[src/rtl/ack_resp_pkg.sv]
package ack_resp_pkg;

  // Strobes from control to datapath.
  typedef struct packed {
    logic captureSel;  // freeze the priority choice at status time
    logic clearSel;    // retire the chosen source's pending bit
    logic driveBus;    // enable the bus drivers this cycle
  } ctrlStrobe_t;

  typedef enum logic [1:0] {
    ST_IDLE   = 2'd0,
    ST_ARMED  = 2'd1,
    ST_LOCKED = 2'd2,
    ST_REARM  = 2'd3
  } ackState_t;

  localparam int unsigned IDX_W = 3;
  localparam logic [7:0] OPC_DEFAULT = 8'hFF;

  // Restart to address idx*8: 11 idx 111
  function automatic logic [7:0] restartOpcode(input logic [IDX_W-1:0] idx);
    return {2'b11, idx, 3'b111};
  endfunction

endpackage

[src/rtl/src_edge_latch.sv]
module src_edge_latch (
  input  logic clk,
  input  logic rstN,
  input  logic srcLvl,
  output logic srcRise
);
  logic prevLvl;

  // Reset to one so an input already high at reset release is not a rise.
  always_ff @(posedge clk) begin
    if (!rstN) prevLvl <= 1'b1;
    else       prevLvl <= srcLvl;
  end

  assign srcRise = srcLvl & ~prevLvl;
endmodule

[src/rtl/ack_resp_ctrl.sv]
module ack_resp_ctrl
  import ack_resp_pkg::*;
(
  input  logic        clk,
  input  logic        rstN,
  input  logic        statusValid,
  input  logic        ackBit,
  input  logic        readStrobe,
  input  logic        intEnable,
  output ctrlStrobe_t strobe
);
  ackState_t state, stateNext;

  always_comb begin
    stateNext         = state;
    strobe            = '0;
    unique case (state)
      ST_IDLE: begin
        if (statusValid && ackBit) begin
          strobe.captureSel = 1'b1;
          stateNext         = ST_ARMED;
        end
      end
      ST_ARMED: begin
        if (statusValid) begin
          // A new machine cycle began before the read slot: re-evaluate.
          strobe.captureSel = ackBit;
          stateNext         = ackBit ? ST_ARMED : ST_IDLE;
        end else if (readStrobe) begin
          strobe.driveBus = 1'b1;
          strobe.clearSel = 1'b1;
          stateNext       = ST_LOCKED;
        end
      end
      ST_LOCKED: begin
        if (!intEnable) stateNext = ST_REARM;
      end
      ST_REARM: begin
        if (intEnable) stateNext = ST_IDLE;
      end
      default: stateNext = ST_IDLE;
    endcase
  end

  always_ff @(posedge clk) begin
    if (!rstN) state <= ST_IDLE;
    else       state <= stateNext;
  end
endmodule

[src/rtl/ack_resp_datapath.sv]
module ack_resp_datapath
  import ack_resp_pkg::*;
#(
  parameter int unsigned NUM_SRC = 8
) (
  input  logic               clk,
  input  logic               rstN,
  input  logic [NUM_SRC-1:0] srcReq,
  input  logic               intEnable,
  input  ctrlStrobe_t        strobe,
  output logic               intReq,
  output logic [7:0]         dataOut,
  output logic               dataOutEn
);
  logic [NUM_SRC-1:0] srcRise;
  logic [NUM_SRC-1:0] pending;
  logic [NUM_SRC-1:0] pendingNext;
  logic [IDX_W-1:0]   encIdx;
  logic               encAny;
  logic [IDX_W-1:0]   selIdx;
  logic               selValid;
  logic [7:0]         opcodeReg;

  for (genvar g = 0; g < NUM_SRC; g++) begin : g_src
    src_edge_latch u_edge (
      .clk    (clk),
      .rstN   (rstN),
      .srcLvl (srcReq[g]),
      .srcRise(srcRise[g])
    );

    // New rise wins over a clear in the same cycle.
    assign pendingNext[g] = srcRise[g] |
      (pending[g] & ~(strobe.clearSel & selValid & (selIdx == IDX_W'(g))));
  end

  always_ff @(posedge clk) begin
    if (!rstN) pending <= '0;
    else       pending <= pendingNext;
  end

  // Lowest index has highest priority.
  always_comb begin
    encIdx = '0;
    encAny = |pending;
    for (int i = NUM_SRC - 1; i >= 0; i--) begin
      if (pending[i]) encIdx = IDX_W'(i);
    end
  end

  always_ff @(posedge clk) begin
    if (!rstN) begin
      selIdx    <= '0;
      selValid  <= 1'b0;
      opcodeReg <= OPC_DEFAULT;
    end else if (strobe.captureSel) begin
      selIdx    <= encIdx;
      selValid  <= encAny;
      opcodeReg <= encAny ? restartOpcode(encIdx) : OPC_DEFAULT;
    end
  end

  assign intReq    = intEnable & encAny;
  assign dataOutEn = strobe.driveBus;
  assign dataOut   = strobe.driveBus ? opcodeReg : 8'h00;
endmodule

[src/rtl/ack_opcode_responder.sv]
module ack_opcode_responder
  import ack_resp_pkg::*;
#(
  parameter int unsigned NUM_SRC = 8,
  parameter int unsigned ACK_BIT = 0
) (
  input  logic               clk,
  input  logic               rstN,
  input  logic [NUM_SRC-1:0] srcReq,
  input  logic               intEnable,
  input  logic               statusValid,
  input  logic               readStrobe,
  input  logic [7:0]         dataIn,
  output logic               intReq,
  output logic [7:0]         dataOut,
  output logic               dataOutEn
);
  ctrlStrobe_t strobe;
  logic        unusedStatus;

  assign unusedStatus = ^(dataIn & ~(8'd1 << ACK_BIT));

  ack_resp_ctrl u_ctrl (
    .clk        (clk),
    .rstN       (rstN),
    .statusValid(statusValid),
    .ackBit     (dataIn[ACK_BIT]),
    .readStrobe (readStrobe),
    .intEnable  (intEnable),
    .strobe     (strobe)
  );

  ack_resp_datapath #(.NUM_SRC(NUM_SRC)) u_dp (
    .clk      (clk),
    .rstN     (rstN),
    .srcReq   (srcReq),
    .intEnable(intEnable),
    .strobe   (strobe),
    .intReq   (intReq),
    .dataOut  (dataOut),
    .dataOutEn(dataOutEn)
  );
endmodule

[config.mk]
export PLATFORM = sky130hd
export DESIGN_NAME = ack_opcode_responder
export DESIGN_NICKNAME = d
export VERILOG_FILES = /design/src/rtl/ack_resp_pkg.sv /design/src/rtl/src_edge_latch.sv /design/src/rtl/ack_resp_ctrl.sv /design/src/rtl/ack_resp_datapath.sv /design/src/rtl/ack_opcode_responder.sv
export SDC_FILE = /design/constraint.sdc
export NUM_CORES = 1
export LEC_CHECK = 0
export BUFFER_PORTS_ARGS = -buffer_cell sky130_fd_sc_hd__buf_2
export CAP_MARGIN = 10
export CORE_ASPECT_RATIO = 1.25
export CORE_UTILIZATION = 42
export DETAILED_ROUTE_END_ITERATION = 16
export PLACE_DENSITY_LB_ADDON = 0.12
export SYNTH_ARGS = -nofsm -noshare
export SYNTH_HDL_FRONTEND = slang
export SYNTH_SLANG_ARGS = --single-unit
export TNS_END_PERCENT = 30
[constraint.sdc]
create_clock -name clk -period 1.9 [get_ports clk]
set_clock_uncertainty 0.2 [all_clocks]
set_input_delay 0.095 -clock clk [delete_from_list [all_inputs] [get_ports clk]]
set_output_delay 0.095 -clock clk [all_outputs]
set_load 0.01 [all_outputs]
==> impl_metrics.py <==
metrics = {
    "logic_synthesis": {
        "synth_cell_types": 34,
        "synth_largest_type_area_fraction_pct": 45.30,
        "yosys_warns": 0,
        "synthesis.area_per_instance_um2": 9.056,
        "synth_sequential_area_ratio_pct": 45.30,
        "synth_seq_cells": 25,
        "yosys-top-cells-count": "25 x dfxtp_1, 12 x nand2b_1, 10 x nand2_1",
        "synth_enable_flop_cells": 0,
        "async_reset_ff_share_pct": 0,
        "synthFlopType": "dfxtp_1",
        "synth_top_cell_by_area": "dfxtp_1",
        "syn-instance-count": 122,
        "post_synth_instance_area_mm2": 0.001105,
        "synth_fp_nets": 143,
        "synthMostInstantiatedCell": "dfxtp_1",
        "synthTopCellsByArea": "dfxtp_1 45%, nand2b_1 6.8%, nor2b_1 5.1%",
    },
    "cts": {
        "bufs_on_longest_clock_path": 2,
        "clock_pin_slew_reported_for_the_worst_setup_and_hold_paths_after_clock_tree_synthesis_ns": 0.14,
        "ctsRootBufferMaster": "clkbuf_4",
        "clk-insertion-delay-late_ns": 0.31,
        "cts_max_level": 1,
        "cts_tree": "done",
        "cts.sink_count": 25,
        "cts-buffers-inserted": 3,
    },
    "setup_path": {
        "cp.buffers_inverters": 2,
        "critical_path_required_ns": 1.60,
        "worst_setup_path_end_kind": "output port",
        "timing.critical_path.fanout_max": 4,
        "critPathArrivalTime_ns": 1.50,
        "cells_along_the_critical_path": "nor4_2 -> buf_4 -> nand2_1 -> and2_1 -> buf_2",
        "worstSetupStartpointType": "register",
        "path_delay_family": "simple AND/OR/NAND/NOR gates",
        "worstSetupPathType": "register to output port",
        "cpPeakStageDelay_ns": 0.37,
        "critical-path-slowest-cell": "dfxtp_1",
    },
    "floorplanning": {
        "coreArea_mm2": 0.002452,
        "number_of_rows_in_the_core_area": 20,
        "die_width_um": 47.88,
        "die_height_um": 59.34,
        "design.die.area_mm2": 0.002841,
        "top_level_ports": 31,
        "starting_utilization_of_the_core_area_pct": 45.05,
    },
    "finish": {
        "area_growth_pct": 34.20,
        "fraction_of_final_layout_cells_with_drive_strength_greater_than_1_pct": 24.24,
        "postLayoutCoreUtil_pct": 60.46,
        "diodes": 0,
        "num-nets-final": 187,
        "post_route_cell_area_mm2": 0.001483,
    },
    "power_and_ir_drop": {
        "worst_ir_drop_vdd_mv": 0.4600,
        "leakagePower_nw": 0.6086,
        "totalPowerFinal_w": 0.0009815,
        "power_density_mw_per_mm2": 662.0,
    },
    "timing": {
        "finalSetupViolCount": 0,
        "tightestPinTransition_ns": 0.3382,
        "postLayoutSetupSlackWorst_ns": 0.1004,
        "post-route-period-util_pct": 94.72,
        "timing.final.hold_violations": 0,
        "final_max_slew_viol_count": 0,
        "totalNegativeSetupSlack_ns": 0,
        "timing.slew.headroom_pct": 77.26,
        "fmax_mhz": 555.7,
        "time_the_final_worst_path_needs_with_i_o_delays_and_setup_ns": 1.800,
    },
    "detailed_routing": {
        "drt_pass1_iterations": 5,
        "drc": 0,
        "via_cell_ratio": 5.081,
        "dr.first_iter.drc_count": 17,
        "via_count_of_the_routed_design": 1006,
        "drt-wirelength-per-cell_um": 11.53,
        "totalWireLength_mm": 2.283,
        "postRouteAntennaNets": 0,
    },
    "place": {
        "hpwl_mm": 1.576,
        "port_buffers": 23,
        "finalWeightedCongestion": 0.7879,
        "detailed_place.area_mm2": 0.001241,
        "dp_slack_ns": 0.3886,
    },
    "grt": {
        "number_of_global_route_vias_before_repair": 933,
        "antenna_found_initial": 0,
        "grt_start_max_net_pins": 22,
        "grt.overflow.total": 0,
        "grt_pass1_wl_mm": 3.698,
        "grt_usage_pct": 17.79,
    },
    "worst_hold_path": {
        "hp-class": "primary input to register",
    },
    "outcome": {
        "status": "complete, no violations",
    },
    "run": {
        "timing.max_cap.violations": 0,
    },
}
==> worst reg2reg max path, cell delays in order (launching register included) <==
cell and delay (ns):
dfxtp_2 0.38, inv_1 0.09, o31ai_1 0.25, o211a_1 0.17, dlygate4sd3_1 0.55
==> through the flow <==
| step | instances | hold WS, ns |
|---|---|---|
| after floorplan | 122 | -0.03196 |
| after global placement | 174 | 0.08653 |
| after detailed placement | 174 | 0.09378 |
| after CTS | 197 | 0.04487 |
| after global routing | 198 | 0.08721 |
| final | 198 | 0.04463 |
==> sequential cells by signal, indices dropped and copies added (netlist names), named ones only <==
name / cells
u_ctrl.state: 1
u_dp.g_src.u_edge.prevLvl: 8
u_dp.opcodeReg: 3
u_dp.pending: 8
u_dp.selIdx: 3
u_dp.selValid: 1
==> routing by layer <==
| layer | track usage [%] | vias to the layer above | wire length [um] |
|---|---|---|---|
| met5 | 0 | - | 0 |
| met4 | 5.556 | 0 | 19 |
| met3 | 1.829 | 4 | 94 |
| met2 | 32.24 | 30 | 1201 |
| met1 | 20.92 | 465 | 967 |
| li1 | - | 507 | - |
==> final timing paths <==
kind | depth (start not counted) | end | slack [ns] | startpoint
max reg2reg | 4 | u_ctrl.state[0] | 0.21 | u_ctrl.state[0]
max | 5 | intReq | 0.10 | u_dp.pending[2]
min reg2reg | 2 | u_dp.opcodeReg[5] | 0.29 | u_dp.opcodeReg[5]
min | 5 | u_dp.pending[7] | 0.04 | statusValid
==> logic make-up (layout without fill, tap and decap cells) <==
| family | after synthesis | after routing | synth area share (%) |
|---|---|---|---|
| AO/OA/AOI/OAI | 28 | 28 | 16.76 |
| buffers and inverters | 10 | 53 | 5.210 |
| flip-flops | 25 | 25 | 45.30 |
| AND/OR/NAND/NOR | 59 | 59 | 32.73 |
==> cell usage in the layout (no fill, tap or decap), types with 5 or more instances in the layout <==
cell           Yosys  routed
buf_2              1      23
dfxtp_1           25      22
dlygate4sd3_1      0      19
nand2b_1          12      12
nand2_1           10      10
nor2b_1            9       9
o21ai_0            8       8
nor2_1             5       5
buf_4              5       5
==> cell type report <==
type | count | area, um^2
multi-input cells | 87 | 559.3
clock inverters | 1 | 5.005
well taps | 33 | 41.29
repair buffers | 47 | 342.8
fillers | 261 | 969.7
inverters | 2 | 7.507
clock buffers | 3 | 22.52
flip-flops and latches | 25 | 504.2
==> report_power, final <==
group / internal (W) / leakage (nW) / switching, W
clock: 0.0000787 / 0.0177 / 0.000159
sequential: 0.000556 / 0.208 / 0.0000232
combinational: 0.0000945 / 0.383 / 0.0000708
==> what timing repair did <==
| item | in CTS | in global routing |
|---|---|---|
| hold buffers | 19 | 0 |
| hold endpoints to repair | 18 | 0 |
| buffers inserted | 0 | 1 |
| setup endpoints to repair | 0 | 4 |
| gates resized for setup | 0 | 5 |
No activity file was read; power rests on OpenSTA's default activity.
